## src/rtl/b2sram_pkg.sv

```systemverilog
package b2sram_pkg;
  // Output timing mode latched during reset
  typedef enum logic {
    OMODE_SPLIT  = 1'b0,
    OMODE_SINGLE = 1'b1
  } omode_e;

  localparam int unsigned BURST_WORDS = 2;
endpackage

```

## src/rtl/b2sram_beat.sv

```systemverilog
module b2sram_beat
  import b2sram_pkg::*;
(
  input  logic   clk,
  input  logic   rst,
  input  logic   oclk_held,
  output logic   kbeat,
  output omode_e omode
);
  // kbeat = 1: the coming edge is a K-rise edge
  always_ff @(posedge clk) begin
    if (rst) begin
      kbeat <= 1'b1;
      omode <= oclk_held ? OMODE_SINGLE : OMODE_SPLIT;
    end else begin
      kbeat <= ~kbeat;
    end
  end
endmodule

```

## src/rtl/b2sram_wstage.sv

```systemverilog
module b2sram_wstage #(
  parameter int AW    = 8,
  parameter int DW    = 18,
  parameter int LANES = 2
) (
  input  logic             clk,
  input  logic             rst,
  input  logic             kbeat,
  input  logic             wr_n,
  input  logic [AW-1:0]    wr_addr,
  input  logic [DW-1:0]    wdata,
  input  logic [LANES-1:0] bwe_n,
  output logic             we,
  output logic [AW-1:0]    waddr,
  output logic [DW-1:0]    wd,
  output logic [LANES-1:0] wbe
);
  // Word 0 is staged at K-rise, word 1 at K-fall; the array writes each one edge later
  always_ff @(posedge clk) begin
    if (rst) begin
      we <= 1'b0;
    end else if (kbeat && !wr_n) begin
      we    <= 1'b1;
      waddr <= wr_addr;
      wd    <= wdata;
      wbe   <= ~bwe_n;
    end else if (!kbeat && we) begin
      waddr <= waddr + 1'b1;
      wd    <= wdata;
      wbe   <= ~bwe_n;
    end else begin
      we <= 1'b0;
    end
  end
endmodule

```

## src/rtl/b2sram_rstage.sv

```systemverilog
module b2sram_rstage #(
  parameter int AW = 8
) (
  input  logic          clk,
  input  logic          rst,
  input  logic          kbeat,
  input  logic          rd_n,
  input  logic [AW-1:0] rd_addr,
  output logic          re,
  output logic [AW-1:0] raddr
);
  // Burst counter: base, then base+1, regardless of later select level
  always_ff @(posedge clk) begin
    if (rst) begin
      re <= 1'b0;
    end else if (kbeat && !rd_n) begin
      re    <= 1'b1;
      raddr <= rd_addr;
    end else if (!kbeat && re) begin
      raddr <= raddr + 1'b1;
    end else begin
      re <= 1'b0;
    end
  end
endmodule

```

## src/rtl/b2sram_array.sv

```systemverilog
module b2sram_array #(
  parameter int AW    = 8,
  parameter int LW    = 9,
  parameter int LANES = 2,
  localparam int DW    = LW * LANES,
  localparam int DEPTH = 1 << AW
) (
  input  logic             clk,
  input  logic             rst,
  input  logic             we,
  input  logic [AW-1:0]    waddr,
  input  logic [DW-1:0]    wd,
  input  logic [LANES-1:0] wbe,
  input  logic             re,
  input  logic [AW-1:0]    raddr,
  output logic [DW-1:0]    rdat,
  output logic             rdv
);
  // One read-first simple dual-port array per lane
  for (genvar g = 0; g < LANES; g++) begin : g_lane
    logic [LW-1:0] mem [DEPTH];
    logic [LW-1:0] rq;

    always_ff @(posedge clk) begin
      if (we && wbe[g]) begin
        mem[waddr] <= wd[g*LW +: LW];
      end
      if (re) begin
        rq <= mem[raddr];
      end
    end

    assign rdat[g*LW +: LW] = rq;
  end

  always_ff @(posedge clk) begin
    if (rst) rdv <= 1'b0;
    else     rdv <= re;
  end
endmodule

```

## src/rtl/b2sram_oreg.sv

```systemverilog
module b2sram_oreg
  import b2sram_pkg::*;
#(
  parameter int DW = 18
) (
  input  logic          clk,
  input  logic          rst,
  input  omode_e        omode,
  input  logic [DW-1:0] rdat,
  input  logic          rdv,
  output logic [DW-1:0] q,
  output logic          q_oe
);
  logic [DW-1:0] dly_d;
  logic          dly_v;
  logic [DW-1:0] sel_d;
  logic          sel_v;

  // Extra beat of delay when data is launched from the separate output clocks
  always_ff @(posedge clk) begin
    if (rst) begin
      dly_v <= 1'b0;
      dly_d <= '0;
    end else begin
      dly_v <= rdv;
      dly_d <= rdat;
    end
  end

  always_comb begin
    sel_v = (omode == OMODE_SINGLE) ? rdv  : dly_v;
    sel_d = (omode == OMODE_SINGLE) ? rdat : dly_d;
  end

  always_ff @(posedge clk) begin
    if (rst) begin
      q_oe <= 1'b0;
      q    <= '0;
    end else begin
      q_oe <= sel_v;
      q    <= sel_v ? sel_d : '0;
    end
  end
endmodule

```

## src/rtl/b2sram_core.sv

```systemverilog
module b2sram_core
  import b2sram_pkg::*;
#(
  parameter int AW    = 8,
  parameter int LW    = 9,
  parameter int LANES = 2,
  localparam int DW   = LW * LANES
) (
  input  logic             clk,
  input  logic             rst,
  input  logic             oclk_held,
  input  logic             rd_n,
  input  logic [AW-1:0]    rd_addr,
  input  logic             wr_n,
  input  logic [AW-1:0]    wr_addr,
  input  logic [DW-1:0]    wdata,
  input  logic [LANES-1:0] bwe_n,
  output logic             kphase,
  output logic [DW-1:0]    q,
  output logic             q_oe
);
  omode_e             omode;
  logic               sgl_mode;
  logic               we;
  logic [AW-1:0]      waddr;
  logic [DW-1:0]      wd;
  logic [LANES-1:0]   wbe;
  logic               re;
  logic [AW-1:0]      raddr;
  logic [DW-1:0]      rdat;
  logic               rdv;

  b2sram_beat u_beat (
    .clk       (clk),
    .rst       (rst),
    .oclk_held (oclk_held),
    .kbeat     (kphase),
    .omode     (omode)
  );

  assign sgl_mode = (omode == OMODE_SINGLE);

  b2sram_wstage #(.AW(AW), .DW(DW), .LANES(LANES)) u_wstage (
    .clk     (clk),
    .rst     (rst),
    .kbeat   (kphase),
    .wr_n    (wr_n),
    .wr_addr (wr_addr),
    .wdata   (wdata),
    .bwe_n   (bwe_n),
    .we      (we),
    .waddr   (waddr),
    .wd      (wd),
    .wbe     (wbe)
  );

  b2sram_rstage #(.AW(AW)) u_rstage (
    .clk     (clk),
    .rst     (rst),
    .kbeat   (kphase),
    .rd_n    (rd_n),
    .rd_addr (rd_addr),
    .re      (re),
    .raddr   (raddr)
  );

  b2sram_array #(.AW(AW), .LW(LW), .LANES(LANES)) u_array (
    .clk   (clk),
    .rst   (rst),
    .we    (we),
    .waddr (waddr),
    .wd    (wd),
    .wbe   (wbe),
    .re    (re),
    .raddr (raddr),
    .rdat  (rdat),
    .rdv   (rdv)
  );

  b2sram_oreg #(.DW(DW)) u_oreg (
    .clk   (clk),
    .rst   (rst),
    .omode (omode),
    .rdat  (rdat),
    .rdv   (rdv),
    .q     (q),
    .q_oe  (q_oe)
  );
endmodule

```

## config.mk

```make
export PLATFORM = sky130hd
export DESIGN_NAME = b2sram_core
export DESIGN_NICKNAME = d
export VERILOG_FILES = /design/src/rtl/b2sram_pkg.sv /design/src/rtl/b2sram_beat.sv /design/src/rtl/b2sram_wstage.sv /design/src/rtl/b2sram_rstage.sv /design/src/rtl/b2sram_array.sv /design/src/rtl/b2sram_oreg.sv /design/src/rtl/b2sram_core.sv
export SDC_FILE = /design/constraint.sdc
export NUM_CORES = 2
export LEC_CHECK = 0
export BUFFER_PORTS_ARGS = -buffer_cell sky130_fd_sc_hd__buf_2
export CAP_MARGIN = 20
export CORE_UTILIZATION = 63
export CTS_CLUSTER_DIAMETER = 200
export DETAILED_ROUTE_END_ITERATION = 16
export PLACE_DENSITY = 0.79
export SYNTH_ARGS = -nofsm -noshare
export SYNTH_HDL_FRONTEND = slang
export SYNTH_HIERARCHICAL = 1
export SYNTH_MEMORY_MAX_BITS = 65536
export SYNTH_SLANG_ARGS = --single-unit
```

## constraint.sdc

```tcl
create_clock -name clk -period 5.5 [get_ports clk]
set_clock_uncertainty 0.2 [all_clocks]
set_input_delay 1.1 -clock clk [delete_from_list [all_inputs] [get_ports clk]]
set_output_delay 1.1 -clock clk [all_outputs]
set_load 0.02 [all_outputs]
```

* Yosys cells after proc, flatten, opt, wreduce, memory -nomap -nowiden
Memory sizes are Yosys's and may differ from the RTL's. A register that Yosys moved wholly into a read port is not among the register bits.
Cells that the tools add are included.
** Storage, ports and cells
- Bits in registers :: 79
- Memory bits (writable) :: 4608
- Bits of input ports :: 41
- Memories kept :: 2
** Cells by class
- $add $sub $neg :: 2
- Equal/unequal tests :: 2
- Mux-type cells :: 19
- Bitwise gates (word level) :: 4
- Reduce and logical (&&, ||, !) cells :: 14
** Memory list
- u_array.g_lane[0].mem :: words 256, width 9, read ports 1, clocked after Yosys merged registers in 1, wr ports 1, RTL line b2sram_array.sv:21 : logic [LW-1:0] mem [DEPTH];
- u_array.g_lane[1].mem :: words 256, width 9, read ports 1, clocked after Yosys merged registers in 1, wr ports 1, RTL line b2sram_array.sv:21
** Operators with widths (number)
- 18-bit 2-to-1 mux :: 3
- 8-bit 2-to-1 mux :: 4
- 8-bit by 1-bit adder with 8-bit output (second input constant) :: 2
- 1-bit 2-to-1 mux :: 10
- 1-bit logical AND :: 6
- 2-bit 2-to-1 mux :: 2
- 2-bit by 1-bit inequality test with 1-bit output (second input constant) :: 2
- 2-bit AND reduction :: 2
- 2-bit nonzero test :: 2
- 1-bit zero test :: 3
- 1-bit inverter :: 3
- 2-bit inverter :: 1
- 2-bit OR reduction :: 1

* Longest topological paths before layout
- Word-level depth :: 4
- Gate-level depth with buffers :: 13
- Gate-level depth less buffers :: 7

* Modules after synthesis
Netlist, hierarchy kept.
** Modules (own cells, without submodules)
- b2sram_array :: instances 1, cells an instance 8499, area each 178954.1 µm², sequential area each 138933.2 µm²
- b2sram_oreg :: instances 1, cells an instance 125, area each 1368.8 µm², sequential area each 760.7 µm²
- b2sram_wstage :: instances 1, cells an instance 70, area each 1083.5 µm², sequential area each 860.8 µm²
- b2sram_rstage :: instances 1, cells an instance 48, area each 475.5 µm², sequential area each 260.2 µm²
- b2sram_beat :: instances 1, cells an instance 3, area each 56.3 µm², sequential area each 50.0 µm²

* Worst setup path before layout
Ideal clock, no wire load.
- Path type :: register -> register
- From :: reg u_wstage.wd[0]
- To :: mem u_array.g_lane[0].mem[0][0], data pin
- Setup time :: 0.817 ns
- Arrival :: 3.228 ns
- Data required time :: 4.483 ns
- Path slack :: 1.254 ns
- Cell stages (with the launch flop) :: 1
- Period minus slack after synthesis :: 4.246 ns
- Path through :: edfxtp_1
** RTL lines
- start: declaration :: RTL line b2sram_wstage.sv:15 : output logic [DW-1:0] wd,
- start signal: assignment :: RTL line b2sram_wstage.sv:25 : wd <= wdata;
- start signal: assignment :: RTL line b2sram_wstage.sv:29 : wd <= wdata;
- end: declaration :: RTL line b2sram_array.sv:21
No word-level cell before the write port.

==> metrics.txt <==
Setup crit start kind register; number of top-level pins 61; Netlist cell types 59; Worst Path Buf+Inv 3; Rows around 200; fraction of layout cells with a size suffix above 1 0.212; Power Total between 0.07 and 0.08 W; Post-Layout Cell Count 13.2k; routed wire length 475 mm; All-Layer GR Usage 0.326; Slew Limit Fails 0; Final Wtd Congestion roughly 0.90; die height ~540 microns; measured slew at the worst slew-check pin approximately 1300 ps; final hold slack 98.8 ps; Post-CTS Setup Bufs 0; worst hold path type in -> reg; Clock Tree Root clkbuf_16; largest net degree at the start of global routing 221; hold-fix buffers at CTS 0; fmax 199 MHz; crit share post-route 0.913; first-pass GRT wire length 675 mm; Final Hold Fails 0; post-DR vias/cell 7.24; critical-path maximum fanout between 60 and 70; CTS buffer count 442; vias in the first global route 94.4k; outcome complete, no violations; Synth top area share 0.770; pwr dens around 360 nW/um^2; Nets roughly 9.1k; Seq/Total Area, Yosys 0.774; DP Worst Slack between 700 and 800 ps; CTS Buffer Depth 4; CTS resizes 0; post-route ant nets 0; Vias 95.4k; CTS tree built; initial antenna violation count 24; final setup fails 0; Mapped Avg Cell Area ~21 sq um; Syn Inst Count 8745; slowest stage delay, CP approximately 1100 ps; IO buf count 60; Seq cells post-synth 4705; Clk Latency, worst-skew pair 1000 ps; H-tree depth 5; CP required 6140 ps; DR pass1 iterations 8; mean routed wirelength per cell 36.0 microns; Async S/R FF share, synth 0; CTS clk-pin slew, worst paths 60 ps; core area roughly 290000 sq um; Synth Warn # 6; Top FF cell, synth edfxtp_1; most frequent cells in the layout edfxtp_1, mux4_2, nor2_1; total die area 291000 sq um; CP max stage cell nor3_1; max_slew headroom 0.118; Initial DRC Count roughly 16k; total clock sinks 4705; Max Cap Viol 0; Worst VDD drop about 0.33 mV; placed insts 12.3k; Mapped Nets 8788; Pleak 63.5 nW; largest area contributor in the netlist edfxtp_1; drt drc 0; critical path depth in cells 10; unrepaired setup endpoints after global routing no; Layout area overhead 10.7%; post-DP HPWL 272 mm; cells along the critical path buf_12 > buf_12 > buf_4 > mux2i_1 > o221ai_1 > o22ai_1 > o21ai_0 > o21ai_0 > nor3_1 > and3_1; CP top delay family simple AND/OR/NAND/NOR gates; Reg2Reg Depth 10; number of synthesized flops with an enable pin roughly 4.7k; Initial Utilization 0.636; CP Class reg -> reg; most common cell after layout, fill and taps aside edfxtp_1; Area contributors post-synth edfxtp_1, mux4_2, mux2i_1; WP data arrival 5660 ps; hold path depth 1; Min Clock Period, post-route 5020 ps; Synth Cell Area 182000 sq um; die width about 540 microns; setup slack after layout between 400 and 500 ps; Congestion Overflow GR 0; critical path capture point type register; Fin Setup TNS 0 ps
==> worst paths after layout <==
path	startpoint	end	slack, ps
max	u_rstage/raddr[0]$_DFFE_PP_	u_array/g_lane[1].rq[0]$_DFFE_PP_	480
min	wdata[12]	u_wstage/wd[12]$_DFFE_PP_	100
max reg2reg	u_rstage/raddr[0]$_DFFE_PP_	u_array/g_lane[1].rq[0]$_DFFE_PP_	480
min reg2reg	u_oreg/dly_d[11]$_SDFF_PP0_	u_oreg/q[11]$_SDFF_PP0_	280
==> cells in the mapped netlist (58+ instances only) <==
| cell | number |
|---|---|
| o21ai_0 | 97 |
| edfxtp_1 | 4663 |
| o22ai_1 | 152 |
| nor3_1 | 97 |
| a22oi_1 | 58 |
| mux2i_1 | 568 |
| mux4_2 | 921 |
| a21oi_1 | 181 |
| nand2_1 | 164 |
| buf_2 | 80 |
| a221oi_1 | 69 |
| clkbuf_1 | 273 |
| nor2_1 | 630 |
| o221ai_1 | 232 |
==> worst register-to-register path, cell delays in order, from the launching register on <==
cell      delay, ps
edfxtp_1       1060
buf_12          330
buf_12          420
buf_4           410
mux2i_1         120
o221ai_1        260
o22ai_1         150
o21ai_0         170
o21ai_0         370
nor3_1         1070
and3_1          310
==> power by group <==
group / total, W / leakage (nW) / switching [W] / internal (W)
sequential: 0.0394 / 42.3 / 0.0000693 / 0.0393
clock: 0.0295 / 6.84 / 0.0132 / 0.0163
combinational: 0.00337 / 14.4 / 0.00225 / 0.00112
total: 0.0723 / 63.5 / 0.0156 / 0.0567
==> routing by layer <==
layer / GRT usage / vias to the layer above / share of wire
li1: - / 37100 / -
met1: 0.430 / 48800 / 0.33
met2: 0.512 / 8096 / 0.48
met3: 0.0757 / 1456 / 0.13
met4: 0.174 / 18 / 0.064
met5: 0 / - / 0.00023
==> kinds of logic after synthesis <==
group                      count (synthesis)  synth area share
AOI/OAI and AO/OA                        906            0.0359
adders and majority gates                  2          0.000138
and+or+nand+nor                         1056            0.0246
buffers and inverters                    568            0.0177
muxes                                   1502             0.147
DFF                                     4705             0.774
xor gates and xnor gates                   6          0.000289
==> registers in the layout, indices dropped and copies added (netlist names), 2 cells and up <==
register / count
u_oreg/dly_d: 18
u_wstage/wd: 18
u_wstage/wbe: 2
u_array/g_lane.rq: 18
u_array/g_lane.mem: 4608
u_wstage/waddr: 8
u_rstage/raddr: 8
u_oreg/q: 18
==> metrics by stage <==
step	utilization	area [sq um]
3_5_place_dp	0.654	187000
4_1_cts	0.703	201000
2_1_floorplan	-	182000
3_3_place_gp	0.654	187000
5_1_grt	0.703	201000
6_report	0.704	201000
==> final cells by class <==
cell class | count | area (sq um)
Sequential cell | 4705 | 141000
Clock inverter | 285 | 2350
Inverter | 22 | 95.1
Clock buffer | 540 | 11600
Antenna cell | 13 | 32.5
Timing Repair Buffer | 387 | 3630
Fill cell | 15800 | 84800
Multi-Input combinational cell | 3472 | 38100
Tap cell | 3762 | 4710
(Power assumes the default switching activity.)
